===== src/rtl/dramc_pkg.sv =====
// Shared types for the DRAM controller.
// Assumes nothing beyond IEEE 1800-2017 packages.
package dramc_pkg;

    // Sequencer phases: idle, row open, column strobe, precharge, refresh
    typedef enum logic [2:0] {
        ST_IDLE = 3'd0,
        ST_ACT  = 3'd1,
        ST_CAS  = 3'd2,
        ST_PRE  = 3'd3,
        ST_REF  = 3'd4
    } seq_state_t;

    // Largest of four phase durations, used to size the phase counter
    function automatic int max_of4(input int a, input int b, input int c, input int d);
        int m;
        m = a;
        if (b > m) m = b;
        if (c > m) m = c;
        if (d > m) m = d;
        return m;
    endfunction

endpackage


===== src/rtl/dramc_refresh.sv =====
// Refresh pacing: a free-running interval timer raises a pending flag,
// and a row counter names the next row to refresh.
// Assumes the sequencer finishes any operation well within one interval,
// so no request is ever raised while the previous one is still waiting.
module dramc_refresh #(
    parameter int ROW_W    = 11,
    parameter int INTERVAL = 48
) (
    input  logic             clk,
    input  logic             rst_n,
    input  logic             rfsh_start,
    input  logic             rfsh_done,
    output logic             rfsh_pending,
    output logic [ROW_W-1:0] rfsh_row
);
    localparam int TMR_W = (INTERVAL > 1) ? $clog2(INTERVAL) : 1;

    logic [TMR_W-1:0] tmr_q;
    logic             tick;

    assign tick = (tmr_q == TMR_W'(INTERVAL - 1));

    // Interval timer: counts 0..INTERVAL-1 and restarts
    always_ff @(posedge clk) begin
        if (!rst_n)    tmr_q <= '0;
        else if (tick) tmr_q <= '0;
        else           tmr_q <= tmr_q + 1'b1;
    end

    // Pending flag: set by the timer, cleared when the sequencer takes it
    always_ff @(posedge clk) begin
        if (!rst_n)          rfsh_pending <= 1'b0;
        else if (tick)       rfsh_pending <= 1'b1;
        else if (rfsh_start) rfsh_pending <= 1'b0;
    end

    // Row counter: advances after each completed refresh, wraps naturally
    always_ff @(posedge clk) begin
        if (!rst_n)         rfsh_row <= '0;
        else if (rfsh_done) rfsh_row <= rfsh_row + 1'b1;
    end


    row_step_chk: assert property (@(posedge clk) disable iff (!rst_n)
        rfsh_done |=> (rfsh_row == ROW_W'($past(rfsh_row) + 1'b1)));


    no_lost_tick_chk: assert property (@(posedge clk) disable iff (!rst_n)
        (tick && !rfsh_start) |-> !rfsh_pending);

endmodule


===== src/rtl/dramc_sequencer.sv =====
// Access sequencer: runs host reads/writes as row-then-column strobe
// sequences and row-only refresh cycles, each followed by precharge.
// Assumes row and column halves are the same width (one shared bus) and
// that a pending refresh outranks a host request when both are present.
module dramc_sequencer
    import dramc_pkg::*;
#(
    parameter int ROW_W    = 11,
    parameter int COL_W    = 11,
    parameter int DATA_W   = 4,
    parameter int RCD      = 1,
    parameter int CAS_HOLD = 2,
    parameter int PRE      = 2,
    parameter int REF_RAS  = 2
) (
    input  logic                   clk,
    input  logic                   rst_n,
    input  logic                   host_req,
    input  logic                   host_we,
    input  logic [ROW_W+COL_W-1:0] host_addr,
    input  logic [DATA_W-1:0]      host_wdata,
    output logic                   host_ready,
    output logic [DATA_W-1:0]      host_rdata,
    output logic                   host_rvalid,
    input  logic                   rfsh_pending,
    input  logic [ROW_W-1:0]       rfsh_row,
    output logic                   rfsh_start,
    output logic                   rfsh_done,
    output logic [ROW_W-1:0]       dram_addr,
    output logic                   dram_ras_n,
    output logic                   dram_cas_n,
    output logic                   dram_we_n,
    output logic                   dram_oe_n,
    output logic [DATA_W-1:0]      dram_dq_out,
    output logic                   dram_dq_oe,
    input  logic [DATA_W-1:0]      dram_dq_in
);
    localparam int DUR_MAX = max_of4(RCD, CAS_HOLD, PRE, REF_RAS);
    localparam int CNT_W   = $clog2(DUR_MAX + 1);

    seq_state_t        state_q;
    logic [CNT_W-1:0]  cnt_q;
    logic              last;
    logic              op_we_q;
    logic [ROW_W-1:0]  op_row_q;
    logic [COL_W-1:0]  op_col_q;
    logic [DATA_W-1:0] op_wdata_q;
    logic              accept;

    assign last       = (cnt_q == '0);
    assign host_ready = (state_q == ST_IDLE) && !rfsh_pending;
    assign accept     = host_ready && host_req;
    assign rfsh_start = (state_q == ST_IDLE) && rfsh_pending;
    assign rfsh_done  = (state_q == ST_REF) && last;

    // Phase machine and duration counter
    always_ff @(posedge clk) begin
        if (!rst_n) begin
            state_q <= ST_IDLE;
            cnt_q   <= '0;
        end else begin
            case (state_q)
                ST_IDLE: begin
                    if (rfsh_pending) begin
                        state_q <= ST_REF;
                        cnt_q   <= CNT_W'(REF_RAS - 1);
                    end else if (host_req) begin
                        state_q <= ST_ACT;
                        cnt_q   <= CNT_W'(RCD - 1);
                    end
                end
                ST_ACT: begin
                    if (last) begin
                        state_q <= ST_CAS;
                        cnt_q   <= CNT_W'(CAS_HOLD - 1);
                    end else cnt_q <= cnt_q - 1'b1;
                end
                ST_CAS, ST_REF: begin
                    if (last) begin
                        state_q <= ST_PRE;
                        cnt_q   <= CNT_W'(PRE - 1);
                    end else cnt_q <= cnt_q - 1'b1;
                end
                ST_PRE: begin
                    if (last) state_q <= ST_IDLE;
                    else      cnt_q   <= cnt_q - 1'b1;
                end
                default: state_q <= ST_IDLE;
            endcase
        end
    end

    // Operation capture: address halves, direction and data at acceptance
    always_ff @(posedge clk) begin
        if (!rst_n) begin
            op_we_q    <= 1'b0;
            op_row_q   <= '0;
            op_col_q   <= '0;
            op_wdata_q <= '0;
        end else if (accept) begin
            op_we_q    <= host_we;
            op_row_q   <= host_addr[ROW_W+COL_W-1:COL_W];
            op_col_q   <= host_addr[COL_W-1:0];
            op_wdata_q <= host_wdata;
        end
    end

    // Read return: sample the array at the end of the column phase
    always_ff @(posedge clk) begin
        if (!rst_n) begin
            host_rdata  <= '0;
            host_rvalid <= 1'b0;
        end else begin
            host_rvalid <= 1'b0;
            if (state_q == ST_CAS && last && !op_we_q) begin
                host_rdata  <= dram_dq_in;
                host_rvalid <= 1'b1;
            end
        end
    end

    // Pin decode from the current phase
    always_comb begin
        case (state_q)
            ST_ACT:  dram_addr = op_row_q;
            ST_CAS:  dram_addr = ROW_W'(op_col_q);
            ST_REF:  dram_addr = rfsh_row;
            default: dram_addr = '0;
        endcase
        dram_ras_n  = !(state_q == ST_ACT || state_q == ST_CAS || state_q == ST_REF);
        dram_cas_n  = !(state_q == ST_CAS);
        dram_we_n   = !(state_q == ST_CAS && op_we_q);
        dram_oe_n   = !(state_q == ST_CAS && !op_we_q);
        dram_dq_oe  = (state_q == ST_CAS) && op_we_q;
        dram_dq_out = op_wdata_q;
    end


    cas_under_ras_chk: assert property (@(posedge clk) disable iff (!rst_n)
        $fell(dram_cas_n) |-> (!dram_ras_n && !$past(dram_ras_n)));


    write_drive_chk: assert property (@(posedge clk) disable iff (!rst_n)
        !dram_we_n |-> (dram_dq_oe && dram_oe_n && !dram_cas_n));


    rvalid_pulse_chk: assert property (@(posedge clk) disable iff (!rst_n)
        host_rvalid |=> !host_rvalid);


    precharge_chk: assert property (@(posedge clk) disable iff (!rst_n)
        $rose(dram_ras_n) |=> dram_ras_n);


    accept_opens_row_chk: assert property (@(posedge clk) disable iff (!rst_n)
        (host_req && host_ready) |=> (!dram_ras_n && dram_cas_n && !rfsh_done));

endmodule


===== src/rtl/dram_ctrl.sv =====
// Top of the multiplexed-address DRAM controller: joins the refresh pacer
// and the access sequencer. Assumes a single asynchronous DRAM device with
// separate data-in and data-out lines (tristating is done outside).
module dram_ctrl #(
    parameter int ROW_BITS           = 11,
    parameter int COL_BITS           = 11,
    parameter int WORD_BITS          = 4,
    parameter int REFRESH_CYCLES     = 48,
    parameter int RAS_CAS_DELAY      = 1,
    parameter int CAS_CYCLES         = 2,
    parameter int PRECHARGE_CYCLES   = 2,
    parameter int REFRESH_RAS_CYCLES = 2
) (
    input  logic                         clk,
    input  logic                         rst_n,
    input  logic                         host_req,
    input  logic                         host_we,
    input  logic [ROW_BITS+COL_BITS-1:0] host_addr,
    input  logic [WORD_BITS-1:0]         host_wdata,
    output logic                         host_ready,
    output logic [WORD_BITS-1:0]         host_rdata,
    output logic                         host_rvalid,
    output logic [ROW_BITS-1:0]          dram_addr,
    output logic                         dram_ras_n,
    output logic                         dram_cas_n,
    output logic                         dram_we_n,
    output logic                         dram_oe_n,
    output logic [WORD_BITS-1:0]         dram_dq_out,
    output logic                         dram_dq_oe,
    input  logic [WORD_BITS-1:0]         dram_dq_in
);
    logic                rfsh_pending;
    logic                rfsh_start;
    logic                rfsh_done;
    logic [ROW_BITS-1:0] rfsh_row;

    dramc_refresh #(
        .ROW_W    (ROW_BITS),
        .INTERVAL (REFRESH_CYCLES)
    ) u_refresh (
        .clk          (clk),
        .rst_n        (rst_n),
        .rfsh_start   (rfsh_start),
        .rfsh_done    (rfsh_done),
        .rfsh_pending (rfsh_pending),
        .rfsh_row     (rfsh_row)
    );

    dramc_sequencer #(
        .ROW_W    (ROW_BITS),
        .COL_W    (COL_BITS),
        .DATA_W   (WORD_BITS),
        .RCD      (RAS_CAS_DELAY),
        .CAS_HOLD (CAS_CYCLES),
        .PRE      (PRECHARGE_CYCLES),
        .REF_RAS  (REFRESH_RAS_CYCLES)
    ) u_seq (
        .clk          (clk),
        .rst_n        (rst_n),
        .host_req     (host_req),
        .host_we      (host_we),
        .host_addr    (host_addr),
        .host_wdata   (host_wdata),
        .host_ready   (host_ready),
        .host_rdata   (host_rdata),
        .host_rvalid  (host_rvalid),
        .rfsh_pending (rfsh_pending),
        .rfsh_row     (rfsh_row),
        .rfsh_start   (rfsh_start),
        .rfsh_done    (rfsh_done),
        .dram_addr    (dram_addr),
        .dram_ras_n   (dram_ras_n),
        .dram_cas_n   (dram_cas_n),
        .dram_we_n    (dram_we_n),
        .dram_oe_n    (dram_oe_n),
        .dram_dq_out  (dram_dq_out),
        .dram_dq_oe   (dram_dq_oe),
        .dram_dq_in   (dram_dq_in)
    );


    refresh_row_drive_chk: assert property (@(posedge clk) disable iff (!rst_n)
        rfsh_start |=> (!dram_ras_n && dram_cas_n && dram_addr == $past(rfsh_row)));

endmodule


===== config.mk =====
export PLATFORM = sky130hd
export DESIGN_NAME = dram_ctrl
export DESIGN_NICKNAME = d
export VERILOG_FILES = /design/src/rtl/dramc_pkg.sv /design/src/rtl/dramc_refresh.sv /design/src/rtl/dramc_sequencer.sv /design/src/rtl/dram_ctrl.sv
export SDC_FILE = /design/constraint.sdc
export NUM_CORES = 1
export LEC_CHECK = 0
export ABC_CLOCK_PERIOD_IN_PS = 2600
export BUFFER_PORTS_ARGS = -buffer_cell sky130_fd_sc_hd__buf_2
export CORE_UTILIZATION = 30
export CTS_CLUSTER_SIZE = 30
export DETAILED_ROUTE_END_ITERATION = 8
export PLACE_DENSITY = 0.52
export SLEW_MARGIN = 20
export SYNTH_ARGS = -nofsm -noshare
export SYNTH_HDL_FRONTEND = slang
export SYNTH_SLANG_ARGS = --single-unit

===== constraint.sdc =====
create_clock -name clk -period 2.6 [get_ports clk]
set_clock_uncertainty 0.2 [all_clocks]
set_input_delay 0.65 -clock clk [delete_from_list [all_inputs] [get_ports clk]]
set_output_delay 0.65 -clock clk [all_outputs]
set_load 0.02 [all_outputs]

======== Word-level counts from Yosys, hierarchy flattened ========
Cells that the tools add are included.
storage, ports and cells
  bits in registers ....................... 55
  input bits .............................. 34
  output and inout bits ................... 26
  logic and storage cells ................. 65
operators by class
  add/sub/neg operators ................... 3
  equality and inequality tests ........... 10
  mux-type cells .......................... 15
  bitwise gates (word level) .............. 1
  reduce and logical (&&, ||, !) cells .... 25
operators with widths
  cell                   count
  $pmux 11 s3            1
  $mux 3                 5
  $pmux 3 s4             1
  $add 11x1->11 const B  1
  $logic_and 1x1->1      8
  $mux 2                 4
  $add 6x1->6 const B    1
  $eq 3x2->1 const B     2
  $eq 6x6->1 const B     1
  $logic_not 1->1        6
  $ne 2x1->1 const B     3
  $pmux 2 s3             1
  $reduce_and 4->1       1
  $reduce_or 2->1        2
  $eq 3x1->1 const B     1
  $eq 3x3->1 const B     1
  $logic_not 3->1        1
  $mux 1                 3
  $ne 3x3->1 const B     1
  $reduce_and 3->1       1
  $reduce_bool 3->1      1
  $reduce_or 3->1        1
  $logic_not 2->1        1
  $logic_or 1x1->1       2
  4 further kinds        4

======== Logic depth before layout (Yosys ltp) ========
  depth after elaboration ................. 4
  depth in mapped cells ................... 8

======== By module ========
A second synthesis with hierarchy kept.
second synthesis, totals
  cell total of the unflattened synthesis .. 320
  area total of the unflattened synthesis .. 2547.4 um^2
by module, submodules not included
  module           instances  cells an instance  area an instance (um^2)  seq. area each (um^2)
  dramc_sequencer  1          236                1773.0                   740.7
  dramc_refresh    1          84                 774.5                    360.3

======== Worst setup path before layout ========
No wires, ideal clock.
  path type ............................... register to output
  start point ............................. register u_seq.state_q[1]
  end point ............................... output port dram_addr[0]
  arrival time ............................ 1.646 ns
  data required time ...................... 1.750 ns
  path slack .............................. 0.104 ns
  cell stages (with the launch flop) ...... 6
  buffers on the path ..................... 2
  cell sequence ........................... dfxtp_1 -> buf_2 -> nor2b_1 -> clkbuf_1 -> a22oi_1 -> o21ai_0
on the way
  word-level cells in the longest chain between the ends .. 2
  elaborated cells on any way between the ends .. 4
  those cells by class .................... eq/ne: 3; mux: 1
ends and longest elaborated chain
  item                                      RTL line                source
  start: declaration                        dramc_sequencer.sv:41   seq_state_t state_q;
  start signal: assignment                  dramc_sequencer.sv:59   state_q <= ST_IDLE;
  start signal: assignment                  dramc_sequencer.sv:65   state_q <= ST_REF;
  start signal: assignment                  dramc_sequencer.sv:68   state_q <= ST_ACT;
  $eq 3x3->1, or another cell as far along  dramc_sequencer.sv:124  case (state_q)
  $pmux 11 s3 (*)                           dramc_sequencer.sv:124
  end: declaration                          dram_ctrl.sv:23         output logic [ROW_BITS-1:0] dram_addr,
Every way passes the cells marked *; elsewhere a longest branch is shown, timed or not.

======== Final worst setup path ========
  start point ............................. register u_seq.state_q[0]
  end point ............................... output port dram_ras_n
on the way
  word-level cells in the longest chain between the ends .. 4
  elaborated cells on any way between the ends .. 6
  those cells by class .................... eq/ne: 3; reduce/logical: 3
ends and longest elaborated chain
  item                                             RTL line                source
  $eq 3x1->1 / $eq 3x2->1 (equally long branches)  dramc_sequencer.sv:130  dram_ras_n = !(state_q == ST_ACT || state_q == ST_CAS || state_q == ST_REF);
  $logic_or 1x1->1                                 dramc_sequencer.sv:130
  $logic_or 1x1->1 (*)                             dramc_sequencer.sv:130
  $logic_not 1->1 (*)                              dramc_sequencer.sv:130
  end: declaration                                 dram_ctrl.sv:24         output logic dram_ras_n,
Marked as above.

==> impl_metrics.py <==
metrics = {
    "run_status": {
        "status": "complete, no violations",
    },
    "setup_path": {
        "r2r-start": "u_seq.cnt_q[0]$_SDFFE_PN0P_",
        "critPathLaunchType": "flop",
        "required_ns": 1.75,
        "endpoint": "dram_ras_n",
        "reg2reg_to": "u_refresh.rfsh_row[10]$_SDFFE_PN0P_",
        "arrival_ns": 1.64,
        "critPathMaxStageDelay_ns": 0.33,
        "startpoint": "u_seq.state_q[0]$_SDFFE_PN0P_",
        "path_cells": "buf_4, nor2b_1, buf_4, o31ai_1, buf_2",
        "rrSetupSlack_ns": 0.51,
        "ff2ff_path_depth": 6,
        "path_max_fanout": 18,
        "critical_path.slowest_cell": "dfxtp_1",
        "path_class": "reg2out",
        "critPathMostFrequentCell": "buf_4",
        "cp-end-kind": "primary output",
    },
    "logic_synthesis": {
        "yosys-top-cells-count": "nand2_1, dfxtp_1, a21oi_1",
        "synth_seq_cells": 55,
        "synth_area_leaders": "dfxtp_1, nand2_1, a21oi_1",
        "synth_mux_area_share_pct": 1.99,
        "synth_top_area_share_pct": 43.7,
        "ys.flop_type": "dfxtp_1",
        "synth_nets": 354,
        "syn_avg_cell_area_um2": 7.97,
        "synthAdderAreaFrac_pct": 1.99,
        "synth_top_family_by_area": "simple AND/OR/NAND/NOR gates",
        "synth_edf_count": 0,
        "synthCells": 316,
        "seq_area_frac_synth_pct": 43.7,
        "synthXorXnorAreaFrac_pct": 4.17,
        "synth_cell_types": 43,
        "syn_area_um2": 2520,
        "synth_compound_area_share_pct": 17.0,
        "yosysWarnings": 0,
        "synth.most_common_cell": "nand2_1",
        "yosys.area.top_type": "dfxtp_1",
        "synth-simple-area-share_pct": 25.5,
        "async_flop_share_pct": 0,
    },
    "drt": {
        "first_pass_iters": 4,
        "routed_wl_um": 5980,
        "wl_per_cell_um": 12.5,
        "drc_errors": 0,
        "drtIter0Drc": 90,
        "drtAntennaViolNets": 0,
        "avgViaCountPerCell": 4.68,
        "vias": 2238,
    },
    "flow_run": {
        "drv_cap": 0,
    },
    "global_routing": {
        "overflow": 0,
        "track_usage_pct": 14.6,
        "antenna_found_initial": 0,
        "grt_start_max_net_pins": 27,
        "grt_pass1_wl_um": 9960,
        "grt_pass1_vias": 1999,
    },
    "sta": {
        "relSlewSlack_pct": 67.5,
        "drv_slew": 0,
        "setup_ws_ns": 0.115,
        "max_freq_mhz": 402,
        "finalCritPeriodShare_pct": 95.6,
        "finalSetupTns_ns": 0,
        "finalHoldViolations": 0,
        "tightestPinTransition_ns": 0.487,
        "worst_hold_slack_ns": 0.251,
        "fin_crit_ns": 2.49,
        "setup_viol": 0,
        "rsz0062_at_grt": "no",
    },
    "clock_network": {
        "post_cts_buffers": 0,
        "holdBufCountCts": 0,
        "h-tree-depth": 2,
        "path_clk_slew_ns": 0.10,
        "cts_tree": "built",
        "clk_latency_ns": 0.31,
        "cts_resized": 0,
        "root_buffer": "clkbuf_8",
        "clk_path_buf_depth": 2,
        "cts_made_buffers": 5,
        "cts.sinks": 55,
    },
    "finish": {
        "finalNetCount": 410,
        "fin_area_um2": 3040,
        "num-fill-cells": 900,
        "syn_to_final_growth_pct": 20.7,
        "antenna_cells": 0,
        "drive_gt1_share_pct": 24.4,
    },
    "die": {
        "design.core.area_um2": 8180,
        "die_h_um": 93.6,
        "initial_core_util_pct": 30.8,
        "die_area_um2": 8760,
        "pin_count": 60,
        "chipWidth_um": 93.6,
        "fp-row-count": 33,
    },
    "placement": {
        "post-dp-hpwl_um": 4370,
        "port-buffer-count": 59,
        "gp_congestion": 0.762,
        "dpl_cell_area_um2": 2920,
        "dp_slack_ns": 0.370,
    },
    "power_and_ir_drop": {
        "p_total_mw": 2.08,
        "irDropWorstVdd_mv": 0.256,
        "power_density_nw_per_um2": 685,
        "cellLeakagePower_nw": 1.26,
    },
    "hold_path": {
        "hold_class": "reg2reg",
    },
}
[logic make-up (layout without fill, tap and decap cells)]
| logic type | count (synthesis) | in the layout |
|---|---|---|
| compound gates | 71 | 71 |
| xor+xnor | 12 | 12 |
| fa+ha+maj | 4 | 4 |
| buf+inv | 28 | 85 |
| flops | 55 | 55 |
| mux | 5 | 5 |
| simple gates | 141 | 141 |
[worst max-delay path, delay by kind of cell (launching register included)]
| family | cells | cell delay [ns] |
|---|---|---|
| AND/OR/NAND/NOR | 1 | 0.09 |
| buffers and inverters | 3 | 0.60 |
| AO/OA/AOI/OAI | 1 | 0.30 |
| flip-flops | 1 | 0.33 |
[area by class of cell]
cell class | instances | area [µm²] | area share (%)
clock inverter | 1 | 7.51 | 0.247
multi-input combinational | 233 | 1290 | 42.6
timing repair buffer | 71 | 385 | 12.7
sequential | 55 | 1100 | 36.3
inverter | 6 | 22.5 | 0.741
clock buffer | 7 | 96.3 | 3.17
tap | 105 | 131 | 4.32
[state kept, by name, indices dropped and copies added, names as in the netlist]
register and count:
u_seq.op_we_q 1, u_refresh.rfsh_row 11, u_seq.op_col_q 11, u_refresh.tmr_q 6, u_refresh.rfsh_pending 1, u_seq.op_row_q 11
u_seq.dram_dq_out 4, u_seq.cnt_q 2, u_seq.state_q 3, u_seq.host_rdata 4, u_seq.host_rvalid 1
[metal layers]
layer	share of wire [%]	GRT usage, %
met1	52	21.5
met2	43	21.2
met3	3.9	2.28
met4	0.97	5.77
met5	0	0
[cells in the final DEF (no fill, tap or decap), types with 8 or more instances in the layout]
| master | synthesis | layout |
|---|---|---|
| buf_4 | 0 | 12 |
| nor2_1 | 25 | 25 |
| nand2_1 | 78 | 78 |
| nand3_1 | 8 | 8 |
| buf_2 | 4 | 59 |
| o21ai_0 | 12 | 8 |
| dfxtp_1 | 55 | 54 |
| a21oi_1 | 32 | 32 |
| a22oi_1 | 12 | 10 |
[how the worst min path moves through the flow]
stage	slack (ns)	depth (start not counted)	to	from
after global placement	0.23	1	u_refresh.tmr_q[0]$_SDFF_PP0_	u_refresh.tmr_q[0]$_SDFF_PP0_
after detailed placement	0.24	1	u_refresh.tmr_q[0]$_SDFF_PP0_	u_refresh.tmr_q[0]$_SDFF_PP0_
after CTS	0.26	1	u_refresh.tmr_q[0]$_SDFF_PP0_	u_refresh.tmr_q[0]$_SDFF_PP0_
final	0.25	1	u_refresh.tmr_q[0]$_SDFF_PP0_	u_refresh.tmr_q[0]$_SDFF_PP0_
after floorplan	0.22	1	u_refresh.tmr_q[0]$_SDFF_PP0_	u_refresh.tmr_q[0]$_SDFF_PP0_
after global routing	0.27	2	u_seq.op_row_q[10]$_SDFFE_PN0P_	u_seq.op_row_q[10]$_SDFFE_PN0P_
[report_power, final]
part	internal, mW	switching, mW
registers	0.921	0.0517
clock network	0.243	0.287
logic	0.221	0.360
[per-stage QoR]
stage,std cells,util [%]
floorplan,316,-
global placement,470,35.7
detailed placement,470,35.7
CTS,478,36.9
global route,478,37.2
finish,478,37.2
No activity file was read; power rests on OpenSTA's default activity.
